$ cat config.mk
export PLATFORM = sky130hd
export DESIGN_NAME = clkfac_calc
export DESIGN_NICKNAME = d
export VERILOG_FILES = /design/src/rtl/clkfac_pkg.sv /design/src/rtl/clkfac_divider.sv /design/src/rtl/clkfac_prescale.sv /design/src/rtl/clkfac_calc.sv
export SDC_FILE = /design/constraint.sdc
export NUM_CORES = 1
export LEC_CHECK = 0
export BUFFER_PORTS_ARGS = -buffer_cell sky130_fd_sc_hd__buf_4
export CORE_MARGIN = 2
export CORE_UTILIZATION = 49
export DETAILED_ROUTE_END_ITERATION = 12
export PLACE_DENSITY = 0.76
export SYNTH_ARGS = -nofsm -noshare
export SYNTH_HDL_FRONTEND = slang
export SYNTH_SLANG_ARGS = --single-unit
$ cat constraint.sdc
create_clock -name clk -period 10.7 [get_ports clk]
set_input_delay 1.07 -clock clk [delete_from_list [all_inputs] [get_ports clk]]
set_output_delay 1.07 -clock clk [all_outputs]
set_load 0.05 [all_outputs]
$ cat src/rtl/clkfac_pkg.sv
package clkfac_pkg;

    localparam int FREQ_W  = 32;
    localparam int PEXP_W  = 2;
    localparam int MFLD_W  = 5;
    localparam int LIN_MAX = 1 << MFLD_W;
    localparam int LIN_W   = MFLD_W + 1;
    localparam int PEXP_MAX = (1 << PEXP_W) - 1;

    typedef enum logic [1:0] {
        ST_IDLE  = 2'd0,
        ST_RATIO = 2'd1,
        ST_FREQ  = 2'd2
    } calc_state_e;

    typedef struct packed {
        logic [PEXP_W-1:0] pexp;
        logic [LIN_W-1:0]  lin;
    } factor_t;

    function automatic logic [FREQ_W-1:0] clamp_req(input logic [FREQ_W-1:0] parent,
                                                     input logic [FREQ_W-1:0] req);
        return (req > parent) ? parent : req;
    endfunction

endpackage

$ cat src/rtl/clkfac_divider.sv
module clkfac_divider #(
    parameter int W = 32
) (
    input  logic         clk,
    input  logic         rst,
    input  logic         go,
    input  logic [W-1:0] dividend,
    input  logic [W-1:0] divisor,
    output logic         valid,
    output logic [W-1:0] quotient
);
    localparam int CW = $clog2(W + 1);

    logic [CW-1:0] cnt;
    logic          run;
    logic [W-1:0]  rem_q, quo_q, dvs_q, dvd_q;
    logic [W:0]    trial;
    logic [W-1:0]  rem_nx, quo_nx;

    always_comb begin
        trial = {rem_q, quo_q[W-1]};
        if (trial >= {1'b0, dvs_q}) begin
            rem_nx = W'(trial - {1'b0, dvs_q});
            quo_nx = {quo_q[W-2:0], 1'b1};
        end else begin
            rem_nx = trial[W-1:0];
            quo_nx = {quo_q[W-2:0], 1'b0};
        end
    end

    always_ff @(posedge clk) begin
        if (rst) begin
            cnt   <= '0;
            run   <= 1'b0;
            rem_q <= '0;
            quo_q <= '0;
            dvs_q <= '0;
            dvd_q <= '0;
            valid <= 1'b0;
        end else begin
            valid <= 1'b0;
            if (go) begin
                quo_q <= dividend;
                dvd_q <= dividend;
                dvs_q <= divisor;
                rem_q <= '0;
                cnt   <= CW'(W);
                run   <= 1'b1;
            end else if (run) begin
                rem_q <= rem_nx;
                quo_q <= quo_nx;
                cnt   <= cnt - 1'b1;
                if (cnt == CW'(1)) begin
                    run   <= 1'b0;
                    valid <= 1'b1;
                end
            end
        end
    end

    assign quotient = quo_q;

    // The quotient is the truncated one: q*d <= n < (q+1)*d (feeds R4 and R2)
    assert_quot_bound_R4: assert property (@(posedge clk) disable iff (rst)
        (valid && dvs_q != '0) |->
            ((2*W)'(quo_q) * (2*W)'(dvs_q) <= (2*W)'(dvd_q)) &&
            (((2*W)'(quo_q) + 1) * (2*W)'(dvs_q) > (2*W)'(dvd_q)))
        else $error("divider quotient out of bounds");

endmodule

$ cat src/rtl/clkfac_prescale.sv
module clkfac_prescale
    import clkfac_pkg::*;
#(
    parameter int W = FREQ_W
) (
    input  logic [W-1:0] ratio,
    output factor_t      fac
);
    logic [W:0]        rounded;
    logic [W:0]        bias;
    logic [PEXP_W-1:0] pexp;

    always_comb begin
        pexp = PEXP_W'(PEXP_MAX);
        for (int i = PEXP_MAX - 1; i >= 0; i--) begin
            if ((ratio >> i) < W'(LIN_MAX))
                pexp = PEXP_W'(i);
        end
        bias    = ((W+1)'(1) << pexp) - (W+1)'(1);
        rounded = ({1'b0, ratio} + bias) >> pexp;
        fac.pexp = pexp;
        if (rounded > (W+1)'(LIN_MAX))
            fac.lin = LIN_W'(LIN_MAX);
        else if (rounded == '0)
            fac.lin = LIN_W'(1);
        else
            fac.lin = LIN_W'(rounded);
    end

    always_comb begin
        assert_lin_range_R6: assert (fac.lin >= LIN_W'(1) && fac.lin <= LIN_W'(LIN_MAX))
            else $error("linear ratio outside 1..%0d", LIN_MAX);
    end

endmodule

$ cat src/rtl/clkfac_calc.sv
module clkfac_calc
    import clkfac_pkg::*;
(
    input  logic              clk,
    input  logic              rst,
    input  logic              start,
    input  logic              round_only,
    input  logic [FREQ_W-1:0] parent_hz,
    input  logic [FREQ_W-1:0] req_hz,
    output logic              busy,
    output logic              done,
    output logic [FREQ_W-1:0] achieved_hz,
    output logic [MFLD_W-1:0] m_field,
    output logic [PEXP_W-1:0] p_field
);
    calc_state_e       st;
    logic [FREQ_W-1:0] parent_q;
    logic              round_q;
    factor_t           fac_q;
    factor_t           fac_sel;
    logic              div_go;
    logic [FREQ_W-1:0] div_a, div_b;
    logic              div_valid;
    logic [FREQ_W-1:0] div_q;
    logic [FREQ_W-1:0] req_eff;

    assign req_eff = clamp_req(parent_hz, req_hz);

    clkfac_divider #(.W(FREQ_W)) u_div (
        .clk      (clk),
        .rst      (rst),
        .go       (div_go),
        .dividend (div_a),
        .divisor  (div_b),
        .valid    (div_valid),
        .quotient (div_q)
    );

    clkfac_prescale #(.W(FREQ_W)) u_pre (
        .ratio (div_q),
        .fac   (fac_sel)
    );

    always_ff @(posedge clk) begin
        if (rst) begin
            st          <= ST_IDLE;
            parent_q    <= '0;
            round_q     <= 1'b0;
            fac_q       <= '0;
            div_go      <= 1'b0;
            div_a       <= '0;
            div_b       <= '0;
            busy        <= 1'b0;
            done        <= 1'b0;
            achieved_hz <= '0;
            m_field     <= '0;
            p_field     <= '0;
        end else begin
            done   <= 1'b0;
            div_go <= 1'b0;
            unique case (st)
                ST_IDLE: begin
                    if (start) begin
                        parent_q <= parent_hz;
                        round_q  <= round_only;
                        busy     <= 1'b1;
                        div_go   <= 1'b1;
                        if (req_eff == '0) begin
                            fac_q.pexp <= PEXP_W'(PEXP_MAX);
                            fac_q.lin  <= LIN_W'(LIN_MAX);
                            div_a      <= parent_hz >> PEXP_MAX;
                            div_b      <= FREQ_W'(LIN_MAX);
                            st         <= ST_FREQ;
                        end else begin
                            div_a <= parent_hz;
                            div_b <= req_eff;
                            st    <= ST_RATIO;
                        end
                    end
                end
                ST_RATIO: begin
                    if (div_valid) begin
                        fac_q  <= fac_sel;
                        div_a  <= parent_q >> fac_sel.pexp;
                        div_b  <= FREQ_W'(fac_sel.lin);
                        div_go <= 1'b1;
                        st     <= ST_FREQ;
                    end
                end
                ST_FREQ: begin
                    if (div_valid) begin
                        achieved_hz <= div_q;
                        if (!round_q) begin
                            m_field <= MFLD_W'(fac_q.lin - LIN_W'(1));
                            p_field <= fac_q.pexp;
                        end
                        done <= 1'b1;
                        busy <= 1'b0;
                        st   <= ST_IDLE;
                    end
                end
                default: st <= ST_IDLE;
            endcase
        end
    end

    assert_done_pulse_R8: assert property (@(posedge clk) disable iff (rst)
        done |=> !done) else $error("done longer than one cycle");

    assert_done_idle_R8: assert property (@(posedge clk) disable iff (rst)
        done |-> !busy) else $error("done while busy");

    assert_start_busy_R8: assert property (@(posedge clk) disable iff (rst)
        (st == ST_IDLE && start) |=> busy) else $error("busy not raised");

    assert_round_hold_R7: assert property (@(posedge clk) disable iff (rst)
        (done && round_q) |-> ($stable(m_field) && $stable(p_field)))
        else $error("fields changed in round-only mode");

    assert_clamp_R1: assert property (@(posedge clk) disable iff (rst)
        (st == ST_IDLE && start && req_hz > parent_hz && parent_hz != '0)
            |=> (div_b == $past(parent_hz)))
        else $error("wanted frequency not clamped");

endmodule

Yosys cells after proc, flatten, opt, wreduce, memory -nomap -nowiden

Cells that the tools add are included.

Register bits: 252
Bits of input ports: 68
Word-level logic and storage cells: 99

Add/subtract/negate cells: 5
Magnitude comparators: 6
Equal/unequal tests: 7
Shift-type cells: 3
Multiplexer cells: 39
Bitwise gates (word level): 3
Reductions and logical operators: 16

Operators with widths:

| kind                  | count |
|---|---|
| $mux 32               | 10 |
| $pmux 32 s2           | 2 |
| $add 32x33->33        | 1 |
| $ge 33x32->1          | 1 |
| $gt 33x6->1 const B   | 1 |
| $logic_not 33->1      | 1 |
| $shl 1x2->33 const A  | 1 |
| $shr 33x2->33         | 1 |
| $sub 33x2->33 const B | 1 |
| $gt 32x32->1          | 1 |
| $logic_not 32->1      | 1 |
| $lt 32x6->1 const B   | 1 |
| $shr 32x2->32         | 1 |
| $sub 32x32->32        | 1 |
| $lt 31x6->1 const B   | 1 |
| $lt 30x6->1 const B   | 1 |
| $mux 6                | 4 |
| $mux 8                | 3 |
| $pmux 8 s2            | 1 |
| $mux 2                | 6 |
| $reduce_and 3->1      | 4 |
| $mux 1                | 10 |
| $eq 6x1->1 const B    | 1 |
| $pmux 2 s3            | 1 |
| other kinds (14)      | 23 |

Logic depth before layout (Yosys ltp)

Depth in word-level cells: 13
Gate-level depth with buffers: 25
Depth with buffers taken out: 23

Hierarchy

Synthesis repeated with hierarchy kept, for this count alone.

Cell total of the unflattened synthesis: 2,256
Area total of the unflattened synthesis: 17,456.7 µm²

By module, submodules not included:

| module          | times used | cells an instance | area an instance (µm²) |
|---|---|---|---|
| clkfac_calc     | 1          | 986               | 7,823.8 |
| clkfac_divider  | 1          | 754               | 6,163.4 |
| clkfac_prescale | 1          | 516               | 3,469.6 |

Least setup slack after synthesis

Ideal clock, no wire load.

Path type: reg-to-reg
From: reg u_div.quo_q[12] (netlist: u_div.quotient[12])
To: reg fac_q[0] (netlist bit)
Arrival time: 5.146 ns
Data required time: 10.604 ns
Path slack: 5.459 ns
Cell stages (with the launch flop): 25
Path buffers: 1
Period minus slack after synthesis: 5.241 ns
Cell sequence: dfxtp_1 -> inv_1 -> ha_1 -> nand2b_1 -> o2111ai_2 -> or3_1 -> nor3_1 -> inv_1 -> ha_1 -> inv_1 -> ha_1 -> inv_1 -> fa_1 -> nor2b_1 -> o31a_1 -> nor2_1 -> o211ai_2 -> o2111ai_1 -> a211oi_1 -> o21ai_0 -> a2111oi_0 -> nand4_1 -> or4b_1 -> buf_2 -> o41ai_2

Longest elaborated chain between the ends: 13
Elaborated cells on any way between the ends: 16
Those cells by class: add/sub: 2; order compare: 4; shift: 2; mux: 7; reduce/logical: 1

RTL lines:

| item                                                | RTL line              | RTL |
|---|---|---|
| start, declared                                     | clkfac_divider.sv:16  | `logic [W-1:0] rem_q, quo_q, dvs_q, dvd_q;` |
| start signal, assigned                              | clkfac_divider.sv:43  | `quo_q <= dividend;` |
| start signal, assigned                              | clkfac_divider.sv:51  | `quo_q <= quo_nx;` |
| $lt 30x6->1                                         | clkfac_prescale.sv:16 | `if ((ratio >> i) < W'(LIN_MAX))` |
| $mux 1                                              | clkfac_prescale.sv:16 |  |
| $mux 2 (2 in series)                                | clkfac_prescale.sv:16 |  |
| $shl 1x2->33                                        | clkfac_prescale.sv:19 | `bias = ((W+1)'(1) << pexp) - (W+1)'(1);` |
| $sub 33x2->33                                       | clkfac_prescale.sv:19 |  |
| $add 32x33->33                                      | clkfac_prescale.sv:20 | `rounded = ({1'b0, ratio} + bias) >> pexp;` |
| $shr 33x2->33 (*)                                   | clkfac_prescale.sv:20 |  |
| branches (longest 2 deep; another with $gt 33x6->1) | --                    |  |
| $mux 6 (*)                                          | clkfac_prescale.sv:22 | `if (rounded > (W+1)'(LIN_MAX))` |
| $mux 8 (*)                                          | clkfac_calc.sv:82     | `if (div_valid) begin` |
| $pmux 8 s2 (*)                                      | clkfac_calc.sv:61     | `unique case (st)` |
| end signal, assigned                                | clkfac_calc.sv:83     | `fac_q <= fac_sel;` |
| end, declared                                       | clkfac_calc.sv:19     | `factor_t fac_q;` |

Every way passes the cells marked *. The select of a mux whose other input is x is not followed.
A chain may end at the register's enable or synchronous reset.

Worst setup path after layout

From: reg u_div.quo_q[13] (netlist: u_div.quotient[13])
To: reg fac_q[0] (netlist bit)

Same word-level chain as after synthesis.

==> qor.txt <==
status - finished clean
internal power - 2.15 mW
hold_buf cts - 0
Mapped Area - 16400 um2
DRT iter0 DRCs - 1678
clock sink count - 252
largest net degree at the start of global routing - 96
Total Neg Setup Slack - 0 ns
slew margin rel. - 22.5%
worst vdd ir - 0.108 mV
CP bufs+invs - 4
Slew @ Worst Pin - 1.15 ns
Worst Clk Skew - 0.0308 ns
DRC viols - 0
r2r setup slk - 4.29 ns
P_leak - 7.58 nW
final wirelength - 48100 um
Routed Antenna Nets - 0
WP data arrival - 6.85 ns
PwrDens - 184 nW/um2
die width - 187 um
Longest Clk Path Bufs - 3
Worst R2R Path Depth - 23
distinct cell type count after synthesis - 84
design area - 18400 um2
Crit. End Element - flop
top_reg_cell synth - dfxtp_1
total power - 3.38 mW
setup ws final - 4.29 ns
Critical Path Stages - 23
n_diodes - 0
FP Rows - 66
vias in the first global route - 14500
register bit total from synthesis - 252
Net Count, Synth - 2333
chip height - 187 um
H-tree depth reported by CTS - 1
clock buffer count from CTS - 28
initial core utilization - 50.0%
DP Worst Slack - 4.53 ns
grt total ovfl - 0
post-cts gate resize count - 0
final setup fails - 0
critical path fanouts, max - 7
Tightest Hold Check Type - reg -> reg
r2r startpoint - u_div.quotient[13]
RSZ-0062 raised after global routing - false
placer congestion estimate - 0.993
Clock Pin Slew Worst Setup and Hold Paths - 0.06 ns
Post-synth EDFFs - 0
Core ar. - 32700 um2
global-route wire length before repair - 76700 um
reg2reg end - fac_q[0]
Worst Setup SP - u_div.quotient[13]
most frequent cells in the layout - 272 x nand2_1, 268 x nor2_1, 250 x dfxtp_1
Fmax - 0.156 GHz
critical path's slowest cell - or4b_1
worst skew pair latency - 0.56 ns
CTS Root Cell - clkbuf_16
delay-heaviest family, CP - compound AO/OA/AOI/OAI gates
FFs w/ async S/R, synth - 0%
Sw Share - 36.5%
Synth-to-Final Area Change - 12.6%
instance count of the mapped netlist - 2141
sequential area share after synthesis - 30.8%
nets - 2371
most frequent CP cell - inv_1
startpoint types - flop
Final Max Slew Viols - 0
hold depth - 2
worst setup path endpoint - fac_q[0]
Clock Power Share - 30.3%
DRT Pass-1 Iters - 6
WL per Instance - 18.2 um
sequential share of power - 31.1%
post-DR vias/cell - 5.95
worst path required time - 11.14 ns
crit path time final - 6.41 ns
commonest non-fill, non-tap cell in the layout - nand2_1
placed cell area - 17400 um2
part of the cycle the worst path needs - 59.9%
Setup CP Type - reg -> reg
Synth Area per Inst - 7.64 um2
fillers - 3085
I/O pin count - 109
layout cells sized above 1 - 9.18%
gr usage total - 26.5%
die area - 34900 um2
Combinational Power Share - 38.6%
detailed placement HPWL - 35700 um
via count - 15700
CTS tree - built
I/O Buffers - 108
Hold Vio Cnt, Final - 0
Max stage delay on crit path - 0.67 ns
yosys warns - 0
initial antenna violation count - 0
number of setup buffers added after CTS - 0
Net Switching - 1.23 mW
crit-path cells - inv_1 -> ha_1 -> nand2b_1 -> o2111ai_2 -> a311o_1 -> a21oi_2 -> inv_1 -> ha_1 -> inv_1 -> ha_1 -> inv_1 -> fa_1 -> nor2b_1 -> o31a_1 -> nor2_1 -> o211ai_2 -> o2111ai_1 -> a211oi_1 -> o21ai_0 -> a2111oi_0 -> nand4_1 -> or4b_1 -> o41ai_2
max-cap viol count - 0
registers in the layout, indices dropped and copies added, names as in the netlist, 5 cells and up:
signal          cells
m_field             5
div_b              32
u_div.quotient     32
achieved_hz        32
div_a              32
u_div.rem_q        32
parent_q           32
u_div.cnt           6
u_div.dvs_q        32
fac_q               7
cell usage after synthesis (all sizes together), types with 25 or more instances:
library cell | instances | share of area, %
a211oi | 46 | 2.1
a21o | 27 | 1.2
a21oi | 233 | 7.1
buf | 26 | 0.64
clkbuf | 88 | 2.0
dfxtp | 252 | 31
ha | 122 | 9.3
inv | 139 | 3.2
mux2i | 151 | 9.2
nand2 | 272 | 6.2
nor2 | 271 | 6.2
nor3 | 29 | 0.92
nor4 | 25 | 0.96
o21ai | 126 | 3.9
kinds of logic after synthesis:
kind of cell               after synthesis  share of synthesized area (%)
AOI/OAI and AO/OA                      577                           22.1
xor gates and xnor gates                44                           2.35
adders and majority gates              124                           9.57
buffers and inverters                  253                           5.86
DFF                                    252                           30.8
muxes                                  153                           9.37
and+or+nand+nor                        738                           19.9
layout make-up:
cell class / instances / area (um2) / share of cell area (%)
Multi-Input combinational cell: 1636 / 10400 / 56.4
Sequential cell: 252 / 5050 / 27.4
Timing Repair Buffer: 122 / 920 / 4.99
Clock buffer: 43 / 861 / 4.67
Tap cell: 442 / 553 / 3.00
Inverter: 139 / 522 / 2.83
Clock inverter: 8 / 125 / 0.679
how the worst min path moves through the flow:
stage                        start             end
finish              achieved_hz[0]  achieved_hz[0]
global route        achieved_hz[0]  achieved_hz[0]
CTS                 achieved_hz[0]  achieved_hz[0]
detailed placement       div_b[19]       div_b[19]
global placement         div_b[17]       div_b[17]
floorplan                div_b[11]       div_b[11]
power groups by stage:
stage	Combinational [mW]	Sequential [mW]	Clock [mW]
2_1_floorplan	1.01	1.04	0
3_3_place_gp	1.26	1.07	0
3_5_place_dp	1.27	1.07	0
4_1_cts	1.28	1.05	1.04
5_1_grt	1.43	1.06	1.08
6_report	1.31	1.05	1.03
layer usage:
metal	share of wire, %	GRT usage (%)	up-vias
met5	0	0	-
li1	-	-	7629
met4	2.9	7.48	0
met3	9.0	5.34	87
met2	43	41.3	669
met1	45	37.1	7336
tightest hold or removal path, delay by kind of cell, from the launching register on:
family | cells | cell delay (ns)
AOI/OAI and AO/OA | 1 | 0.05
and+or+nand+nor | 1 | 0.05
DFF | 1 | 0.31
per-stage QoR:
stage | utilization [%] | instances | hold slack [ns]
after floorplan | - | 2141 | 0.425
after global placement | 53.3 | 2591 | 0.440
after detailed placement | 53.3 | 2591 | 0.444
after CTS | 56.4 | 2642 | 0.457
after global routing | 56.4 | 2642 | 0.469
final | 56.4 | 2642 | 0.455
Power figures use the tool's default switching activity.
